--- config.mk ---
export PLATFORM = sky130hd
export DESIGN_NAME = prio_irq_router
export DESIGN_NICKNAME = d
export VERILOG_FILES = /design/src/rtl/irq_router_pkg.sv /design/src/rtl/irq_src_gate.sv /design/src/rtl/irq_ctx_select.sv /design/src/rtl/prio_irq_router.sv
export SDC_FILE = /design/constraint.sdc
export NUM_CORES = 1
export LEC_CHECK = 0
export ABC_AREA = 1
export ABC_CLOCK_PERIOD_IN_PS = 40500
export BUFFER_PORTS_ARGS = -buffer_cell sky130_fd_sc_hd__buf_2
export CAP_MARGIN = 20
export CELL_PAD_IN_SITES_DETAIL_PLACEMENT = 0
export CELL_PAD_IN_SITES_GLOBAL_PLACEMENT = 1
export CORE_UTILIZATION = 42
export DETAILED_ROUTE_END_ITERATION = 8
export GPL_TIMING_DRIVEN = 0
export HOLD_SLACK_MARGIN = 0.06
export PLACE_DENSITY = 0.86
export SLEW_MARGIN = 30
export SYNTH_ARGS = -nofsm -noshare
export SYNTH_HDL_FRONTEND = slang
export SYNTH_SLANG_ARGS = --single-unit
--- constraint.sdc ---
create_clock -name clk -period 40.5 [get_ports clk]
set_clock_uncertainty 0.2 [all_clocks]
set_input_delay 8.1 -clock clk [delete_from_list [all_inputs] [get_ports clk]]
set_output_delay 8.1 -clock clk [all_outputs]
set_load 0.05 [all_outputs]
--- src/rtl/irq_router_pkg.sv ---
package irq_router_pkg;

   localparam int ADDR_W = 24;
   localparam int DATA_W = 32;

   // Register regions, expressed in 32-bit word units
   localparam int PEND_WBASE   = 'h400;
   localparam int EN_WBASE     = 'h800;
   localparam int EN_WSTRIDE   = 32;
   localparam int CTX_WBASE    = 'h80000;
   localparam int CTX_WSTRIDE  = 1024;

   localparam int MAX_SRC      = 1023;
   localparam int MAX_CTX      = 3584;

   typedef enum logic [2:0] {
      RG_NONE,
      RG_PRIO,
      RG_PEND,
      RG_EN,
      RG_THR,
      RG_CLAIM
   } reg_kind_e;

endpackage

--- src/rtl/irq_src_gate.sv ---
module irq_src_gate #(
   parameter int NUM_SRC = 31,
   parameter int NUM_CTX = 2,
   parameter int NPAD    = 32,
   parameter int IDW     = 5,
   parameter int CTXW    = 1
) (
   input  logic             clk,
   input  logic             rst_n,
   input  logic [NUM_SRC:1] src_i,
   input  logic             clm_vld_i,
   input  logic [IDW-1:0]   clm_id_i,
   input  logic [CTXW-1:0]  clm_ctx_i,
   input  logic             cmp_vld_i,
   input  logic [IDW-1:0]   cmp_id_i,
   input  logic [CTXW-1:0]  cmp_ctx_i,
   output logic [NPAD-1:0]  pend_o,
   output logic [NPAD-1:0]  busy_o
);

   logic [NPAD-1:0] owner_ok;

   // Ownership tracking only exists when more than one context can claim
   if (NUM_CTX > 1) begin : g_owner
      for (genvar g = 0; g < NPAD; g++) begin : g_own_bit
         if (g >= 1 && g <= NUM_SRC) begin : g_live
            logic [CTXW-1:0] own_q;
            always_ff @(posedge clk) begin
               if (!rst_n)
                  own_q <= '0;
               else if (clm_vld_i && clm_id_i == IDW'(g))
                  own_q <= clm_ctx_i;
            end
            assign owner_ok[g] = (own_q == cmp_ctx_i);
         end else begin : g_dead
            assign owner_ok[g] = 1'b0;
         end
      end
   end else begin : g_single
      logic unused_ctx;
      assign unused_ctx = ^{clm_ctx_i, cmp_ctx_i};
      assign owner_ok   = '1;
   end

   for (genvar g = 0; g < NPAD; g++) begin : g_src
      if (g >= 1 && g <= NUM_SRC) begin : g_live
         logic pend_q;
         logic busy_q;
         logic take;
         logic done;

         assign take = clm_vld_i && (clm_id_i == IDW'(g));
         assign done = cmp_vld_i && (cmp_id_i == IDW'(g)) && busy_q && owner_ok[g];

         always_ff @(posedge clk) begin
            if (!rst_n) begin
               pend_q <= 1'b0;
               busy_q <= 1'b0;
            end else begin
               if (take)
                  pend_q <= 1'b0;
               else if (src_i[g] && !busy_q)
                  pend_q <= 1'b1;

               if (take)
                  busy_q <= 1'b1;
               else if (done)
                  busy_q <= 1'b0;
            end
         end

         assign pend_o[g] = pend_q;
         assign busy_o[g] = busy_q;
      end else begin : g_dead
         assign pend_o[g] = 1'b0;
         assign busy_o[g] = 1'b0;
      end
   end

endmodule

--- src/rtl/irq_ctx_select.sv ---
module irq_ctx_select #(
   parameter int NUM_ID = 32,
   parameter int PW     = 3,
   parameter int IDW    = 5
) (
   input  logic [NUM_ID-1:0]    cand_i,
   input  logic [NUM_ID*PW-1:0] prio_i,
   input  logic [PW-1:0]        thr_i,
   output logic [IDW-1:0]       id_o,
   output logic                 irq_o
);

   logic [PW-1:0]  best_p;
   logic [IDW-1:0] best_id;
   logic           unused_low;

   assign unused_low = ^{cand_i[0], prio_i[PW-1:0]};

   // Ascending scan with a strict compare: the smaller ID keeps a tie,
   // and starting from the threshold enforces "strictly above"
   always_comb begin
      best_p  = thr_i;
      best_id = '0;
      for (int i = 1; i < NUM_ID; i++) begin
         if (cand_i[i] && (prio_i[i*PW +: PW] > best_p)) begin
            best_p  = prio_i[i*PW +: PW];
            best_id = IDW'(i);
         end
      end
   end

   assign id_o  = best_id;
   assign irq_o = (best_id != '0);

endmodule

--- src/rtl/prio_irq_router.sv ---
module prio_irq_router
   import irq_router_pkg::*;
#(
   parameter int NUM_SRC = 31,
   parameter int NUM_CTX = 2,
   parameter int PRIO_W  = 3
) (
   input  logic               clk,
   input  logic               rst_n,
   input  logic [NUM_SRC:1]   src_i,
   input  logic [ADDR_W-1:0]  bus_addr,
   input  logic               bus_re,
   input  logic               bus_we,
   input  logic [DATA_W-1:0]  bus_wdata,
   output logic [DATA_W-1:0]  bus_rdata,
   output logic [NUM_CTX-1:0] irq_o
);

   localparam int NUM_ID = NUM_SRC + 1;
   localparam int NWORD  = (NUM_ID + 31) / 32;
   localparam int NPAD   = NWORD * 32;
   localparam int IDW    = $clog2(NUM_ID);
   localparam int CTXW   = (NUM_CTX > 1) ? $clog2(NUM_CTX) : 1;
   localparam int WDW    = (NWORD > 1) ? $clog2(NWORD) : 1;
   localparam int WA_W   = ADDR_W - 2;

   localparam logic [WA_W-1:0] W_PRIO_LAST = WA_W'(NUM_SRC);
   localparam logic [WA_W-1:0] W_PEND      = WA_W'(PEND_WBASE);
   localparam logic [WA_W-1:0] W_PEND_LAST = WA_W'(PEND_WBASE + NWORD - 1);
   localparam logic [WA_W-1:0] W_EN        = WA_W'(EN_WBASE);
   localparam logic [WA_W-1:0] W_EN_LAST   = WA_W'(EN_WBASE + EN_WSTRIDE*NUM_CTX - 1);
   localparam logic [WA_W-1:0] W_CTX       = WA_W'(CTX_WBASE);
   localparam logic [WA_W-1:0] W_CTX_LAST  = WA_W'(CTX_WBASE + CTX_WSTRIDE*NUM_CTX - 1);

   // Bits that stand for implemented sources (ID 0 and padding excluded)
   localparam logic [NPAD-1:0] IMPL_MASK = ((NPAD'(1) << NUM_ID) - NPAD'(1)) & ~NPAD'(1);

   initial begin
      if (NUM_SRC < 1 || NUM_SRC > MAX_SRC)
         $error("prio_irq_router: NUM_SRC %0d outside 1..%0d", NUM_SRC, MAX_SRC);
      if (NUM_CTX < 1 || NUM_CTX > MAX_CTX)
         $error("prio_irq_router: NUM_CTX %0d outside 1..%0d", NUM_CTX, MAX_CTX);
      if (PRIO_W < 1 || PRIO_W > DATA_W)
         $error("prio_irq_router: PRIO_W %0d outside 1..%0d", PRIO_W, DATA_W);
   end

   // ---------------- address decode ----------------
   logic [WA_W-1:0] wa;
   logic [WA_W-1:0] off_p;
   logic [WA_W-1:0] off_e;
   logic [WA_W-1:0] off_c;
   reg_kind_e       kind;
   logic [IDW-1:0]  d_id;
   logic [WDW-1:0]  d_wd;
   logic [CTXW-1:0] d_ctx;

   assign wa    = bus_addr[ADDR_W-1:2];
   assign off_p = wa - W_PEND;
   assign off_e = wa - W_EN;
   assign off_c = wa - W_CTX;

   always_comb begin
      kind  = RG_NONE;
      d_id  = '0;
      d_wd  = '0;
      d_ctx = '0;
      if (wa != '0 && wa <= W_PRIO_LAST) begin
         kind = RG_PRIO;
         d_id = wa[IDW-1:0];
      end else if (wa >= W_PEND && wa <= W_PEND_LAST) begin
         kind = RG_PEND;
         d_wd = off_p[WDW-1:0];
      end else if (wa >= W_EN && wa <= W_EN_LAST &&
                   {1'b0, off_e[4:0]} < 6'(NWORD)) begin
         kind  = RG_EN;
         d_wd  = off_e[WDW-1:0];
         d_ctx = off_e[5 +: CTXW];
      end else if (wa >= W_CTX && wa <= W_CTX_LAST && off_c[9:1] == '0) begin
         kind  = off_c[0] ? RG_CLAIM : RG_THR;
         d_ctx = off_c[10 +: CTXW];
      end
   end

   // ---------------- configuration storage ----------------
   logic [PRIO_W-1:0] prio_q [NUM_ID];
   logic [NPAD-1:0]   en_q   [NUM_CTX];
   logic [PRIO_W-1:0] thr_q  [NUM_CTX];

   always_ff @(posedge clk) begin
      if (!rst_n) begin
         for (int i = 0; i < NUM_ID; i++)  prio_q[i] <= '0;
         for (int c = 0; c < NUM_CTX; c++) begin
            en_q[c]  <= '0;
            thr_q[c] <= '0;
         end
      end else if (bus_we) begin
         case (kind)
            RG_PRIO: prio_q[d_id] <= bus_wdata[PRIO_W-1:0];
            RG_EN:   en_q[d_ctx][{d_wd, 5'b0} +: 32] <=
                        bus_wdata & IMPL_MASK[{d_wd, 5'b0} +: 32];
            RG_THR:  thr_q[d_ctx] <= bus_wdata[PRIO_W-1:0];
            default: ;
         endcase
      end
   end

   logic [NUM_ID*PRIO_W-1:0] prio_flat;
   for (genvar i = 0; i < NUM_ID; i++) begin : g_pflat
      assign prio_flat[i*PRIO_W +: PRIO_W] = prio_q[i];
   end

   // ---------------- pending / in-service state ----------------
   logic [NPAD-1:0] pend_vec;
   logic [NPAD-1:0] busy_vec;
   logic [IDW-1:0]  sel_id [NUM_CTX];
   logic            clm_vld;
   logic            cmp_vld;

   assign clm_vld = bus_re && (kind == RG_CLAIM);
   assign cmp_vld = bus_we && (kind == RG_CLAIM) &&
                    (bus_wdata != '0) && (bus_wdata < DATA_W'(NUM_ID));

   irq_src_gate #(
      .NUM_SRC (NUM_SRC),
      .NUM_CTX (NUM_CTX),
      .NPAD    (NPAD),
      .IDW     (IDW),
      .CTXW    (CTXW)
   ) u_gate (
      .clk       (clk),
      .rst_n     (rst_n),
      .src_i     (src_i),
      .clm_vld_i (clm_vld),
      .clm_id_i  (sel_id[d_ctx]),
      .clm_ctx_i (d_ctx),
      .cmp_vld_i (cmp_vld),
      .cmp_id_i  (bus_wdata[IDW-1:0]),
      .cmp_ctx_i (d_ctx),
      .pend_o    (pend_vec),
      .busy_o    (busy_vec)
   );

   // ---------------- per-context selection ----------------
   for (genvar c = 0; c < NUM_CTX; c++) begin : g_ctx
      logic [NUM_ID-1:0] cand;
      assign cand = pend_vec[NUM_ID-1:0] & en_q[c][NUM_ID-1:0];

      irq_ctx_select #(
         .NUM_ID (NUM_ID),
         .PW     (PRIO_W),
         .IDW    (IDW)
      ) u_sel (
         .cand_i (cand),
         .prio_i (prio_flat),
         .thr_i  (thr_q[c]),
         .id_o   (sel_id[c]),
         .irq_o  (irq_o[c])
      );
   end

   // ---------------- read mux ----------------
   always_comb begin
      bus_rdata = '0;
      if (bus_re) begin
         case (kind)
            RG_PRIO:  bus_rdata = DATA_W'(prio_q[d_id]);
            RG_PEND:  bus_rdata = pend_vec[{d_wd, 5'b0} +: 32];
            RG_EN:    bus_rdata = en_q[d_ctx][{d_wd, 5'b0} +: 32];
            RG_THR:   bus_rdata = DATA_W'(thr_q[d_ctx]);
            RG_CLAIM: bus_rdata = DATA_W'(sel_id[d_ctx]);
            default:  bus_rdata = '0;
         endcase
      end
   end

   logic unused_bits;
   assign unused_bits = ^{bus_addr[1:0], off_p, off_e, off_c, busy_vec};

endmodule

==> Yosys cells after proc, flatten, opt, wreduce, memory -nomap -nowiden <==
Memory sizes are Yosys's and may differ from the RTL's.
Index checks and enable logic that the tools add are counted.
{ "word_totals": {"memories": 3, "out_inout_bits": 34, "latchBits": 0, "ramBits": 166, "ff_bits": 93, "rom_bits": 0} }
{ "classes": {"order_cmp": 72, "n_addsub": 4, "multipliers": 0, "n_reduce_logical": 328, "shift": 5, "muxes": 224, "eq_ne": 98, "div": 0, "n_bitwise": 5} }
{ "memory_table": {"columns": ["memory", "depth", "width", "rd", "rd_ports_with_merged_regs", "wr", "line_no", "source"], "rows": [
  ["prio_q", 32, 3, 32, 0, 32, "prio_irq_router.sv:85", "logic [PRIO_W-1:0] prio_q [NUM_ID];"],
  ["en_q", 2, 32, 3, 0, 2, "prio_irq_router.sv:86", "logic [NPAD-1:0] en_q [NUM_CTX];"],
  ["thr_q", 2, 3, 3, 0, 2, "prio_irq_router.sv:87", "logic [PRIO_W-1:0] thr_q [NUM_CTX];"]
]} }
{ "ops": {"columns": ["cell", "count"], "rows": [
  ["$logic_and 1x1->1", 227],
  ["$mux 3", 74],
  ["$gt 3x3->1", 62],
  ["$mux 5", 37],
  ["$eq 5x5->1 const B", 32],
  ["$pmux 32 s5", 1],
  ["$mux 32", 4],
  ["$and 32x32->32", 3],
  ["$mux 1", 88],
  ["$eq 5x4->1 const B", 16],
  ["$mux 4", 16],
  ["$shiftx 32x7->32", 2],
  ["$reduce_bool 2->1", 31],
  ["$reduce_or 2->1", 31],
  ["$eq 5x3->1 const B", 8],
  ["$lt 32x6->1 const B", 1],
  ["$reduce_bool 32->1", 1],
  ["$reduce_or 32->1", 1],
  ["$shift 32x8->32 const A", 1],
  ["$shiftx 32x7->32 const A", 1],
  ["$shiftx 32x8->32", 1],
  ["$eq 1x1->1", 31],
  ["$logic_not 1->1", 31],
  ["$ge 22x11->1 const B", 1],
  ["other kinds (24)", 35]
]} }

==> Logic depth before layout (Yosys ltp) <==
An unclocked memory read counts as a cell.
{ "depth": {"ltp_word": 100, "ltp_mapped": 243} }

==> Hierarchy <==
A second synthesis with hierarchy kept.
{ "unflattened": {"hier_cells": 3081, "area_unflattened_um2": 21164.0} }
{ "modules_own_cells": {"columns": ["module", "cells_each", "seq_area_each_um2", "instances", "area_per_inst_um2"], "rows": [
  ["prio_irq_router", 1119, 4924.7, 1, 9038.7],
  ["irq_src_gate", 684, 1861.8, 1, 4626.9],
  ["irq_ctx_select (g_ctx[1].u_sel)", 643, 0.0, 1, 3816.2],
  ["irq_ctx_select (g_ctx[0].u_sel)", 635, 0.0, 1, 3682.3]
]} }

==> Worst setup path after synthesis <==
Ideal clock, no wire load.
{ "synth_timing": {"kind": "reg-to-output", "from": "mem prio_q[1][2]", "to": "out bus_rdata[4]", "n_path_buf": 0, "arrival_time_ns": 30.484, "stages_incl_launch_ff": 203, "required_ns": 32.200, "setup_slack_ns": 1.716, "path_cell_list": "edfxtp_1 ha_1 a21oi_1 nand2_2 nand2_4 nand2_1 o21ai_0 ha_1 o21ai_2 nand3_1 nand3_1 nand2_2 o21ai_0 ha_1 o32ai_1 inv_2 nand2_4 nand2_2 [167 not listed] ha_1 nand2_1 o21ai_0 nand4_1 nand2_1 o21ai_0 ha_1 nand2_1 o21ai_0 nand4_1 and2_1 nand2_1 nor2_2 nand2_1 nor2_2 nand2_2 nand3_1 a21oi_1"} }
{ "synth_rtl": {"columns": ["item", "line_no", "source"], "rows": [
  ["start, declared", "prio_irq_router.sv:85", null],
  ["end, declared", "prio_irq_router.sv:15", "output logic [DATA_W-1:0] bus_rdata,"]
]} }

==> run_results.csv <==
group,metric,value,unit
worst_setup_path,cp_data_arrival_time,30.54,ns
grt,globalRoute.totalOverflow,0,
synthesis,yosys_warnings,0,
worst_setup_path,timing.critical_path.buf_inv,21,
synthesis,synthesis.area,20900,µm²
layout,fin_nets,3217,
sta,postLayoutSetupSlackWorst,1.66,ns
grt,grtUsageMet2,52.5,%
clock_tree,cts_tree,"built",
detailed_routing,drtIter0Drc,2396,
die,design.die.area,50700,µm²
layout,filler_cell_count,4900,
die,die_height,225,µm
die,chipWidth,225,µm
power_and_ir_drop,peakVddDrop,37.5,µV
worst_setup_path,rr_endpoint,"u_gate.g_owner.g_own_bit[5].g_live.own_q",
min_path,hold-path-cell-count,2,
detailed_routing,wire_per_inst,22.2,µm
clock_tree,cts-buffers-inserted,28,
synthesis,synthDominantCellAreaShare,23.6,%
sta,totalNegativeSetupSlack,0,ns
synthesis,post_synth_num_cell_types,76,
sta,fin_hold_ws,0.270,ns
worst_setup_path,critical_path_required,32.20,ns
layout,multi_input_area,13300,µm²
placed_design,io_buffer_count,121,
detailed_routing,drt_pre_antenna_iters,7,
worst_setup_path,cp_top_family,"simple AND/OR/NAND/NOR gates",
die,core_area,49100,µm²
grt,first_global_vias,20200,
synthesis,seq_area_frac_synth,32.5,%
grt,grt_util_all_layers,31.8,%
sta,worstMarginPinSlew,1.12,ns
sta,finalSetupViolations,0,
placed_design,place.detailed.instances,3643,
layout,area_growth_syn_to_fin,19.6,%
placed_design,post-dp-hpwl,65800,µm
clock_tree,clock_root_cell,"sky130_fd_sc_hd__clkbuf_16",
grt,grt_antenna_before_repair,1,
synthesis,synth_edf_count,164,
sta,fin_crit_sh,95.9,%
worst_setup_path,worst_r2r_startpoint,"prio_q[1][2]",
grt,met1_usage,41.3,%
layout,most-common-layout-cells,"514 x sky130_fd_sc_hd__nand2_1, 348 x sky130_fd_sc_hd__nor2_1, 346 x sky130_fd_sc_hd__inv_1, 184 x sky130_fd_sc_hd__nand3_1, 164 x sky130_fd_sc_hd__edfxtp_1",
synthesis,ys_ff_latch,257,
detailed_routing,routed_wirelength,83100,µm
clock_tree,insertion_delay,0.58,ns
detailed_routing,postRouteAntennaNets,0,
sta,fmax,0.0257,GHz
layout,finalNonFillerCells,3738,
worst_setup_path,reg2regPathDepth,224,
layout,mostFrequentLayoutCell,"sky130_fd_sc_hd__nand2_1",
flow_run,cap_viol_max_count,0,
synthesis,synth.area.top_cells,"sky130_fd_sc_hd__edfxtp_1 24%, sky130_fd_sc_hd__nand2_1 9.9%, sky130_fd_sc_hd__dfxtp_1 8.9%",
clock_tree,cts-htree-levels,1,
die,start_util,42.6,%
worst_setup_path,cp_slowest_cell,"sky130_fd_sc_hd__edfxtp_1",
clock_tree,cts-root-to-sink-buffers,3,
detailed_routing,route.detailed.drc,0,
detailed_routing,route.vias.total,21600,
grt,grt_first_pass_wirelength,120000,µm
worst_setup_path,setup.worst_path.start_class,"flip-flop",
die,placement_rows,81,
layout,seqCellArea,6790,µm²
power_and_ir_drop,power_density,45.7,nW/µm²
grt,grt_start_max_net_pins,19,
sta,post-route-min-period,38.84,ns
worst_setup_path,critical_path.most_common_cell,"sky130_fd_sc_hd__nand2_2",
worst_setup_path,setup.worst_path.class,"flip-flop to output pin",
run_status,run_status,"finished clean",
power_and_ir_drop,static-leakage-power,11.5,nW
grt,global_route.usage.met3,3.29,%
synthesis,gate_count_of_the_mapped_netlist,2853,
synthesis,synth_top_cell_by_area,"sky130_fd_sc_hd__edfxtp_1",
worst_setup_path,cpPeakStageDelay,0.51,ns
sta,relSlewSlack,25.3,%
worst_setup_path,timing.reg2reg.setup_slack,9.79,ns
synthesis,main_synth_ff_type,"sky130_fd_sc_hd__edfxtp_1",
grt,top_usage_layer,"met2",
min_path,worstHoldStart,"u_gate.g_src[30].g_live.busy_q",
layout,share_of_layout_cells_above_drive_strength_1,26.7,%
placed_design,rd_place_congestion,1.03,
worst_setup_path,crit_path_end_kind,"output pin",
worst_setup_path,critPathMaxFanout,8,
die,ios,125,
layout,diodes,0,
min_path,hold_path_end,"u_gate.g_src[30].g_live.busy_q",
synthesis,async_reset_ff_share,0,%
sta,final_hold_viol_count,0,
placed_design,pre_cts_ws,-3.19,ns
clock_tree,worst_setup_hold_path_clk_slew,0.06,ns
clock_tree,clock_sink_count,257,
synthesis,postSynthAreaPerCell,7.33,µm²
detailed_routing,post_drt_via_cell_ratio,5.77,
min_path,hp-class,"flip-flop to flip-flop",
sta,timing.final.max_slew_violations,0,
[synthesized netlist by cell type (4+ instances only)]
cell type and count:
sky130_fd_sc_hd__a211oi_1 6, sky130_fd_sc_hd__a211oi_2 5, sky130_fd_sc_hd__a21oi_1 118, sky130_fd_sc_hd__a21oi_2 12, sky130_fd_sc_hd__a221oi_1 6, sky130_fd_sc_hd__a22oi_1 5, sky130_fd_sc_hd__a31oi_1 8, sky130_fd_sc_hd__buf_12 8
sky130_fd_sc_hd__clkbuf_1 52, sky130_fd_sc_hd__clkbuf_8 9, sky130_fd_sc_hd__clkinv_1 13, sky130_fd_sc_hd__dfxtp_1 93, sky130_fd_sc_hd__edfxtp_1 164, sky130_fd_sc_hd__ha_1 74, sky130_fd_sc_hd__inv_1 349, sky130_fd_sc_hd__inv_2 45
sky130_fd_sc_hd__nand2_1 549, sky130_fd_sc_hd__nand2_2 141, sky130_fd_sc_hd__nand2_4 50, sky130_fd_sc_hd__nand3_1 186, sky130_fd_sc_hd__nand3_2 77, sky130_fd_sc_hd__nand3_4 8, sky130_fd_sc_hd__nand4_1 25, sky130_fd_sc_hd__nand4_2 7
sky130_fd_sc_hd__nand4_4 4, sky130_fd_sc_hd__nor2_1 351, sky130_fd_sc_hd__nor2_2 5, sky130_fd_sc_hd__nor2_4 5, sky130_fd_sc_hd__nor2_8 4, sky130_fd_sc_hd__nor3_1 61, sky130_fd_sc_hd__nor4_1 6, sky130_fd_sc_hd__o2111ai_1 4
sky130_fd_sc_hd__o211ai_1 42, sky130_fd_sc_hd__o211ai_2 8, sky130_fd_sc_hd__o21ai_0 187, sky130_fd_sc_hd__o21ai_1 7, sky130_fd_sc_hd__o21ai_2 7, sky130_fd_sc_hd__o221ai_1 4, sky130_fd_sc_hd__o22ai_1 32, sky130_fd_sc_hd__o311ai_0 4
sky130_fd_sc_hd__o31ai_1 29, sky130_fd_sc_hd__o32ai_1 15, sky130_fd_sc_hd__o41ai_1 7, sky130_fd_sc_hd__xor2_1 11
[kinds of logic after synthesis]
group                      count (synthesis)  synth area share [%]
DFF                                      257                  32.5
adders and majority gates                 74                  4.43
xor gates and xnor gates                  11                 0.461
buffers and inverters                    491                  10.2
other                                      1                0.0179
AOI/OAI and AO/OA                        525                  15.9
and+or+nand+nor                         1494                  36.6
[flip-flops by register name, summed over array words and instances (netlist names)]
register	flops
prio_q	96
thr_q	6
u_gate.g_owner.g_own_bit.g_live.own_q	31
en_q	62
u_gate.g_src.g_live.pend_q	31
u_gate.g_src.g_live.busy_q	31
[how the worst max path moves through the flow]
stage                            start            to  cells after the start
after floorplan           prio_q[1][2]  bus_rdata[4]                    202
after global placement    prio_q[1][2]      irq_o[1]                    202
after detailed placement  prio_q[1][2]      irq_o[1]                    201
after global routing      prio_q[1][1]      irq_o[1]                    223
final                     prio_q[1][2]      irq_o[1]                    222
after CTS                 prio_q[1][2]      irq_o[1]                    226
[stage by stage]
step / area (µm²) / util, % / total power [mW]
floorplan: 20900 / - / 0.674
global placement: 22300 / 45.6 / 0.771
detailed placement: 22400 / 45.7 / 0.781
CTS: 23500 / 47.9 / 1.05
global route: 25000 / 50.9 / 1.20
finish: 25000 / 50.9 / 1.14
[routing by layer]
layer	wire (µm)	up-vias
met3	6820	226
met1	33500	10300
met4	4710	0
met5	0	-
li1	-	10000
met2	38100	1051
[report_power, final]
group / switching [mW] / total, mW / internal (mW)
clock: 0.111 / 0.258 / 0.147
sequential: 0.0141 / 0.303 / 0.289
combinational: 0.361 / 0.582 / 0.221
total: 0.486 / 1.14 / 0.657
[worst reg2reg max path: cells and delay by family (launching register included)]
kind | cells | cell delay, ns
AOI/OAI and AO/OA | 58 | 7.89
adders and majority gates | 31 | 8.30
buffers and inverters | 19 | 1.20
DFF | 1 | 0.51
and+or+nand+nor | 116 | 12.44
[cell type report]
class	instances	share of cell area [%]
multi-input combinational	2107	53.3
sequential	257	27.2
inverter	413	6.29
timing repair buffer	167	4.01
tap	664	3.32
clock buffer	41	3.30
buffer	78	2.23
clock inverter	11	0.340
[repair_timing]
action                     4_1_cts  5_1_grt
setup buffers                    5       38
hold buffers                     0        0
setup endpoints to repair        7        7
pin swaps                        2       56
resized for setup              100      252
Power figures use the tool's default switching activity.
